<file path="src/rtl/rp_pkg.sv">
package rp_pkg;
   localparam int unsigned RP_STAGE_W = 4;
   localparam logic [2:0]  RP_BASE_SLOW  = 3'b010;
   localparam logic [1:0]  RP_HOLD_HIGH  = 2'b11;

   typedef struct packed {
      logic                  en;
      logic [RP_STAGE_W-1:0] stage;
   } rp_tap_t;
endpackage

</file>
<file path="src/rtl/rp_divider.sv">
module rp_divider #(
   parameter int unsigned DIV_W = 15,
   parameter int unsigned TAPS  = 16
) (
   input  logic            clk,
   input  logic            rst_n,
   input  logic            hold_i,
   input  logic            tick_i,
   output logic [TAPS-1:0] roll_o
);
   logic [DIV_W-1:0] cnt_q;

   if (DIV_W < 1) begin : g_bad_w
      $error("rp_divider: DIV_W must be at least 1");
   end

   always_ff @(posedge clk or negedge rst_n) begin
      if (!rst_n)      cnt_q <= '0;
      else if (hold_i) cnt_q <= '0;
      else if (tick_i) cnt_q <= cnt_q + 1'b1;
   end

   // roll_o[k]: this pulse completes a period of 2^k pulses
   for (genvar k = 0; k < TAPS; k++) begin : g_tap
      if (k == 0) begin : g_first
         assign roll_o[k] = tick_i;
      end else if (k <= DIV_W) begin : g_real
         assign roll_o[k] = tick_i & (&cnt_q[k-1:0]);
      end else begin : g_none
         assign roll_o[k] = 1'b0;
      end
   end

   // a hold code leaves the divider cleared
   a_r6_hold_clears: assert property (@(posedge clk) disable iff (!rst_n)
      hold_i |=> (cnt_q == '0));
   // clocks without a pulse do not move the divider
   a_r8_idle_keeps: assert property (@(posedge clk) disable iff (!rst_n)
      (!hold_i && !tick_i) |=> $stable(cnt_q));
endmodule

</file>
<file path="src/rtl/rp_rate_decode.sv">
module rp_rate_decode
   import rp_pkg::*;
#(
   parameter int unsigned RATE_W    = 4,
   parameter int unsigned BASE_W    = 3,
   parameter bit          LOW_REMAP = 1'b1
) (
   input  logic [RATE_W-1:0] rate_i,
   input  logic [BASE_W-1:0] base_i,
   output logic              hold_o,
   output rp_tap_t           tap_o
);
   if (RATE_W != RP_STAGE_W) begin : g_bad_rate
      $error("rp_rate_decode: RATE_W must equal RP_STAGE_W");
   end
   if (BASE_W != 3) begin : g_bad_base
      $error("rp_rate_decode: BASE_W must be 3");
   end

   logic slow_base;
   assign hold_o = (base_i[2:1] == RP_HOLD_HIGH);

   if (LOW_REMAP) begin : g_remap
      assign slow_base = (base_i == RP_BASE_SLOW);
   end else begin : g_fixed
      assign slow_base = 1'b0;
   end

   always_comb begin
      tap_o.en = (rate_i != '0) && !hold_o;
      unique case (rate_i)
         4'd0:    tap_o.stage = 4'd0;
         4'd1:    tap_o.stage = slow_base ? 4'd7 : 4'd0;
         4'd2:    tap_o.stage = slow_base ? 4'd8 : 4'd1;
         default: tap_o.stage = rate_i - 4'd1;
      endcase
   end
endmodule

</file>
<file path="src/rtl/rp_event_out.sv">
module rp_event_out (
   input  logic clk,
   input  logic rst_n,
   input  logic hold_i,
   input  logic en_i,
   input  logic roll_i,
   input  logic sqw_en_i,
   output logic event_o,
   output logic sqw_o
);
   logic fire;
   logic phase_q;
   logic phase_d;

   assign fire    = en_i & roll_i;
   assign phase_d = hold_i ? 1'b0 : (phase_q ^ fire);

   always_ff @(posedge clk or negedge rst_n) begin
      if (!rst_n) begin
         event_o <= 1'b0;
         phase_q <= 1'b0;
         sqw_o   <= 1'b0;
      end else begin
         event_o <= fire & ~hold_i;
         phase_q <= phase_d;
         sqw_o   <= sqw_en_i & phase_d;
      end
   end

   // no enabled stage, no event
   a_r2_no_event: assert property (@(posedge clk) disable iff (!rst_n)
      !en_i |=> !event_o);
   // phase only moves on an event or a hold
   a_r9_phase_steady: assert property (@(posedge clk) disable iff (!rst_n)
      (!hold_i && !(en_i && roll_i)) |=> $stable(phase_q));
   // gated off means low
   a_r9_sqw_gate: assert property (@(posedge clk) disable iff (!rst_n)
      !sqw_en_i |=> !sqw_o);
   // hold forces square wave low
   a_r6_hold_sqw: assert property (@(posedge clk) disable iff (!rst_n)
      hold_i |=> (!sqw_o && !event_o));
endmodule

</file>
<file path="src/rtl/rp_rate_gen.sv">
module rp_rate_gen
   import rp_pkg::*;
#(
   parameter int unsigned DIV_W     = 15,
   parameter int unsigned RATE_W    = 4,
   parameter int unsigned BASE_W    = 3,
   parameter bit          LOW_REMAP = 1'b1
) (
   input  logic                       clk,
   input  logic                       rst_n,
   input  logic                       tick_i,
   input  logic [RATE_W+BASE_W:0]     ctrl_a_i,
   input  logic                       sqw_en_i,
   output logic                       event_o,
   output logic                       sqw_o
);
   localparam int unsigned TAPS = 1 << RATE_W;

   if (DIV_W < TAPS - 2) begin : g_bad_div
      $error("rp_rate_gen: DIV_W too small for the slowest rate code");
   end

   logic            hold;
   rp_tap_t         tap;
   logic [TAPS-1:0] roll;

   rp_rate_decode #(
      .RATE_W(RATE_W), .BASE_W(BASE_W), .LOW_REMAP(LOW_REMAP)
   ) u_decode (
      .rate_i (ctrl_a_i[RATE_W-1:0]),
      .base_i (ctrl_a_i[RATE_W+BASE_W-1:RATE_W]),
      .hold_o (hold),
      .tap_o  (tap)
   );

   rp_divider #(.DIV_W(DIV_W), .TAPS(TAPS)) u_div (
      .clk    (clk),
      .rst_n  (rst_n),
      .hold_i (hold),
      .tick_i (tick_i),
      .roll_o (roll)
   );

   rp_event_out u_out (
      .clk      (clk),
      .rst_n    (rst_n),
      .hold_i   (hold),
      .en_i     (tap.en),
      .roll_i   (roll[tap.stage]),
      .sqw_en_i (sqw_en_i),
      .event_o  (event_o),
      .sqw_o    (sqw_o)
   );

   // an event always follows a sampled pulse
   a_r8_event_needs_tick: assert property (@(posedge clk) disable iff (!rst_n)
      !tick_i |=> !event_o);
endmodule

</file>
<file path="config.mk">
export PLATFORM = sky130hd
export DESIGN_NAME = rp_rate_gen
export DESIGN_NICKNAME = d
export VERILOG_FILES = /design/src/rtl/rp_pkg.sv /design/src/rtl/rp_divider.sv /design/src/rtl/rp_rate_decode.sv /design/src/rtl/rp_event_out.sv /design/src/rtl/rp_rate_gen.sv
export SDC_FILE = /design/constraint.sdc
export NUM_CORES = 1
export LEC_CHECK = 0
export ABC_AREA = 1
export BUFFER_PORTS_ARGS = -buffer_cell sky130_fd_sc_hd__buf_2
export CAP_MARGIN = 15
export CORE_ASPECT_RATIO = 0.6
export CORE_MARGIN = 8
export CORE_UTILIZATION = 35
export DETAILED_ROUTE_END_ITERATION = 16
export PLACE_DENSITY = 0.65
export SYNTH_ARGS = -nofsm -noshare
export SYNTH_HDL_FRONTEND = slang
export SYNTH_SLANG_ARGS = --single-unit
</file>
<file path="constraint.sdc">
create_clock -name clk -period 1.7 [get_ports clk]
set_input_delay 0.17 -clock clk [delete_from_list [all_inputs] [get_ports clk]]
set_output_delay 0.17 -clock clk [all_outputs]
set_load 0.01 [all_outputs]
</file>
After elaboration in Yosys (flattened, before gate mapping):

Index checks and enable logic that the tools add are counted.

* $add $sub $neg: 2
* order comparisons: 1
* equal/unequal tests: 4
* multiplexer cells: 8
* bitwise gates (word level): 20
* reductions and logical operators: 19

Operators with widths (number)
* 2-to-1 mux 15 bit: 2
* bitwise AND 1 bit: 18
* adder 15 x 1 -> 15 bit, second input constant: 1
* AND reduction 15 bit: 1
* AND reduction 14 bit: 1
* AND reduction 13 bit: 1
* case mux 4 bit (3 select lines): 1
* AND reduction 12 bit: 1
* AND reduction 11 bit: 1
* AND reduction 10 bit: 1
* AND reduction 9 bit: 1
* AND reduction 8 bit: 1
* AND reduction 7 bit: 1
* AND reduction 6 bit: 1
* less-than comparator 4 x 5 -> 1 bit, second input constant: 1
* AND reduction 5 bit: 1
* binary-select mux 1 bit (select 4 bit): 1
* equality test 4 x 1 -> 1 bit, second input constant: 1
* equality test 4 x 2 -> 1 bit, second input constant: 1
* logical NOT 4 bit: 1
* 2-to-1 mux 4 bit: 1
* AND reduction 4 bit: 1
* nonzero test 4 bit: 1
* subtractor 4 x 1 -> 4 bit, second input constant: 1
* other kinds (11): 12

* flip-flop bits (word level): 18
* input bits: 12
* logic and storage cells: 58

Logic depth before layout (Yosys ltp):

* depth after elaboration: 9
* mapped depth: 16

Cells and area by module:

A second synthesis with hierarchy kept.

* cells, all modules: 243
* area total of the unflattened synthesis: 1542.7 um^2

By module, submodules not included
* rp_divider: times used 1, cells an instance 147, area an instance 998.5 um^2, seq. area each 375.4 um^2
* rp_rate_gen: times used 1, cells an instance 50, area an instance 230.2 um^2, seq. area each 0.0 um^2
* rp_rate_decode: times used 1, cells an instance 33, area an instance 191.4 um^2, seq. area each 0.0 um^2
* rp_event_out: times used 1, cells an instance 13, area an instance 122.6 um^2, seq. area each 75.1 um^2

Least setup slack after synthesis:

Ideal clock, no wire load.

* path type: register -> register
* start point: register u_div.cnt_q[0]
* end point: register u_out.phase_q
* arrival time: 1.631 ns
* required time: 1.585 ns
* path slack: -0.046 ns
* cell stages (with the launch flop): 17
* buffers on the path: 0
* cell sequence: dfrtp_1 > ha_1 > nand3_2 > inv_2 > nand2_1 > inv_1 > ha_1 > nand2_1 > inv_1 > nand2_1 > nand3_1 > nand3_1 > nand3_2 > nand3_2 > nand2_1 > nand3_2 > inv_1

* word-level cells in the longest chain between the ends: 7
* elaborated cells between the ends (all ways): 34

RTL lines
* start: declaration: line rp_divider.sv:11 `logic [DIV_W-1:0] cnt_q;`
* start signal: assignment: line rp_divider.sv:20 `else if (tick_i) cnt_q <= cnt_q + 1'b1;`
* AND reduction 15 bit (tied with other cells): line rp_divider.sv:28 `assign roll_o[k] = tick_i & (&cnt_q[k-1:0]);`
* bitwise AND 1 bit: line rp_divider.sv:28
* binary-select mux 1 bit (select 4 bit) *: line rp_rate_gen.sv:49 `.roll_i (roll[tap.stage]),`
* 2-to-1 mux 1 bit (not written as such) *: line rp_rate_gen.sv:49
* bitwise AND 1 bit *: line rp_event_out.sv:15 `assign fire = en_i & roll_i;`
* XOR 1 bit *: line rp_event_out.sv:16 `assign phase_d = hold_i ? 1'b0 : (phase_q ^ fire);`
* 2-to-1 mux 1 bit *: line rp_event_out.sv:16
* via u_out.phase_d: line rp_event_out.sv:13 `logic phase_d;`
* end signal: assignment: line rp_event_out.sv:25 `phase_q <= phase_d;`
* end: declaration: line rp_event_out.sv:12 `logic phase_q;`

The timed path passes the listed nets; every way through them passes the cells marked *. The select of a mux whose other input is x is not followed.
A chain may end at the register's enable or synchronous reset.

Final worst setup path:

Ends and elaborated chain as after synthesis.

==> results.sh <==
export IMPL_status="finished, violations left"
export IMPL_violations="setup timing"
export IMPL_grt_pass1_vias=1241
export IMPL_drc=0
export IMPL_final_cells=281
export IMPL_peakVddDrop_mv=0.5062
export IMPL_crit_path_frequent_cell="nand3_2"
export IMPL_cts_tree="done"
export IMPL_ioPinCount=14
export IMPL_ys_types=28
export IMPL_synth_area_mm2=0.001364
export IMPL_ys_seq_area_share_pct=33.03
export IMPL_cts_buffer_depth=2
export IMPL_routed_wl_mm=3.253
export IMPL_hold_class="input port to register"
export IMPL_start_util_pct=36.85
export IMPL_placed_cell_area_mm2=0.001619
export IMPL_synth_seq_cells=18
export IMPL_worst_path_buf_inv=4
export IMPL_cts_made_buffers=3
export IMPL_vias=1316
export IMPL_insertion_delay_ns=0.26
export IMPL_hold_violations=0
export IMPL_finalClockSkew_ns=0.001608
export IMPL_drtAntennaViolNets=0
export IMPL_die_x_um=96.59
export IMPL_syn_num_nets=213
export IMPL_worst_pin_slew_ns=0.4044
export IMPL_finalWorstSetupSlack_ns=-0.04842
export IMPL_worstSetupEndpointType="register"
export IMPL_fin_crit_sh_pct=102.8
export IMPL_port_buffers=12
export IMPL_gp_congestion=0.8445
export IMPL_rows=17
export IMPL_cts_root_buf="clkbuf_8"
export IMPL_grt_pass1_wl_mm=5.602
export IMPL_cts_htree_levels=1
export IMPL_die_h_um=64.35
export IMPL_syn_inst=193
export IMPL_final_core_util_pct=49.22
export IMPL_detail_route_vias_per_cell=4.683
export IMPL_cp_cell_sequence="ha_4 > nand3_4 > inv_2 > nand2_2 > inv_2 > ha_4 > nand2_2 > inv_2 > nand2_1 > nand3_1 > nand3_2 > nand3_2 > nand3_2 > nand2_2 > nand3_2 > inv_1"
export IMPL_dieArea_mm2=0.006215
export IMPL_p_leak_nw=0.9454
export IMPL_cp_top_family="simple AND/OR/NAND/NOR gates"
export IMPL_drive_gt1_share_pct=34.19
export IMPL_fp_coreArea_mm2=0.003701
export IMPL_nNetsFinal=255
export IMPL_slew_viol_final=0
export IMPL_cts_sinks=18
export IMPL_dr_pass1_iters=4
export IMPL_cp_max_fo=5
export IMPL_route_detailed_wl_per_inst_um=11.58
export IMPL_dp_cells=269
export IMPL_relSlewSlack_pct=73.04
export IMPL_setup_viol=4
export IMPL_min_period_ns=1.748
export IMPL_syn_avg_cell_area_um2=7.066
export IMPL_drt_iter0_drc=75
export IMPL_worstSetupStartpointType="register"
export IMPL_max_freq_mhz=571.9
export IMPL_grt_max_degree=19
export IMPL_synth_warnings=0
export IMPL_cpPeakStageDelay_ns=0.42
export IMPL_area_delta_synth_final_pct=33.58
export IMPL_rsz0062_at_grt="true"
export IMPL_antenna_found_initial=0
export IMPL_cp_slowest_cell="dfrtp_1"
export IMPL_arrival_ns=1.91
export IMPL_hpwl_mm=2.515
export IMPL_final_area_mm2=0.001822
export IMPL_crit_required_ns=1.86
export IMPL_cap_violations=0
export IMPL_finalPower_mw=1.153
export IMPL_overflow=0
export IMPL_n_antenna_cell=0
export IMPL_grt_usage_pct=11.22
export IMPL_worstSetupPathType="register to register"
export IMPL_cts_clk_slew_worst_paths_ns=0.07
export IMPL_power_density_mw_per_mm2=633.1
## path summary, 6_finish.rpt
| path | start | endpoint | slack [ns] | depth (start not counted) |
|---|---|---|---|---|
| min | sqw_en_i | u_out.sqw_o | 0.13 | 3 |
| min in group asynchronous | rst_n | u_div.cnt_q[9] | 0.37 | 2 |
| min reg2reg | u_div.cnt_q[10] | u_div.cnt_q[10] | 0.52 | 1 |
| max | u_div.cnt_q[0] | u_out.phase_q | -0.05 | 16 |
| max reg2reg | u_div.cnt_q[0] | u_out.phase_q | -0.05 | 16 |
| max in group asynchronous | rst_n | u_div.cnt_q[4] | 1.05 | 2 |
## per-layer routing
| metal | vias to the layer above | share of wire (%) | global-route usage (%) |
|---|---|---|---|
| met2 | 24 | 40 | 15.13 |
| li1 | 705 | - | - |
| met4 | 0 | 0.40 | 1.689 |
| met5 | - | 0 | 0 |
| met1 | 585 | 54 | 16.76 |
| met3 | 2 | 5.6 | 3.730 |
## what timing repair did
action,4_1_cts,5_1_grt
buffers inserted,4,3
hold endpoints to repair,18,0
setup endpoints to repair,3,5
hold buffers,1,0
pin swaps,12,11
resized for setup,10,11
## where the power goes
group          internal (mW)  switching [mW]  leakage, nW  total [mW]
Clock                  0.206           0.149       0.0288       0.355
Sequential             0.463          0.0272        0.241       0.491
Combinational          0.129           0.179        0.675       0.307
Total                  0.798           0.355        0.945        1.15
## state kept, by name (all words and copies together) (netlist names)
name,count
u_div.cnt_q,15
u_out.event_o,1
u_out.phase_q,1
u_out.sqw_o,1
## final cells by class
cell class,count,area [um2]
clock buffers,4,55.05
fillers,363,1879
inverters,33,123.9
multi-input cells,140,864.6
flip-flops and latches,18,450.4
well taps,47,58.81
repair buffers,39,269.0
## kinds of logic after synthesis
family                   synth area share, %
AO/OA/AOI/OAI                          8.074
XOR/XNOR                               1.285
adder cells (fa/ha/maj)                7.340
buffers and inverters                  9.724
flip-flops                             33.03
AND/OR/NAND/NOR                        40.55
## worst reg2reg max path: cells and delay by family (launching register included)
kind          cells  cell delay [ns]
fa+ha+maj         2             0.34
buf+inv           4             0.18
flops             1             0.42
simple gates     10             0.73
## per-stage QoR
stage	setup slack (ns)	TNS, ns	hold slack [ns]
6_report	-0.04842	-0.1006	0.1261
5_1_grt	-0.1574	-0.6909	0.1360
4_1_cts	-0.06138	-0.1270	0.1234
3_5_place_dp	-0.1327	-0.3344	0.1264
3_3_place_gp	-0.1223	-0.3082	0.1257
2_1_floorplan	0.002604	0	-0.1256
## synth_stat cells, drive strengths merged
cell type / instances / area (um2)
nand2: 42 / 175.2
inv: 32 / 120.1
nand3: 32 / 190.2
nor2: 26 / 122.6
dfrtp: 18 / 450.4
o21ai: 10 / 53.80
a21oi: 8 / 40.04
ha: 8 / 100.1
nor3: 4 / 25.02
nand4: 2 / 12.51
xor2: 2 / 17.52
and3: 1 / 6.260
buf: 1 / 5.000
clkbuf: 1 / 3.750
clkinv: 1 / 3.750
nand3b: 1 / 7.510
nor3b: 1 / 7.510
o21a: 1 / 7.510
o221ai: 1 / 8.760
or2: 1 / 6.260
## cells in the final DEF (no fill, tap or decap), drive strengths merged
cell,Yosys,final
o21a,1,1
nand3,32,32
clkbuf,1,4
inv,32,32
buf,1,38
o221ai,1,1
a21oi,8,8
nand3b,1,1
dfrtp,18,18
clkinv,1,1
nor3,4,4
nand4,2,2
dlygate4sd3,0,1
ha,8,8
or2,1,1
xor2,2,2
nand2,42,42
and3,1,1
nor3b,1,1
nor2,26,26
o21ai,10,10
(Power assumes the default switching activity.)
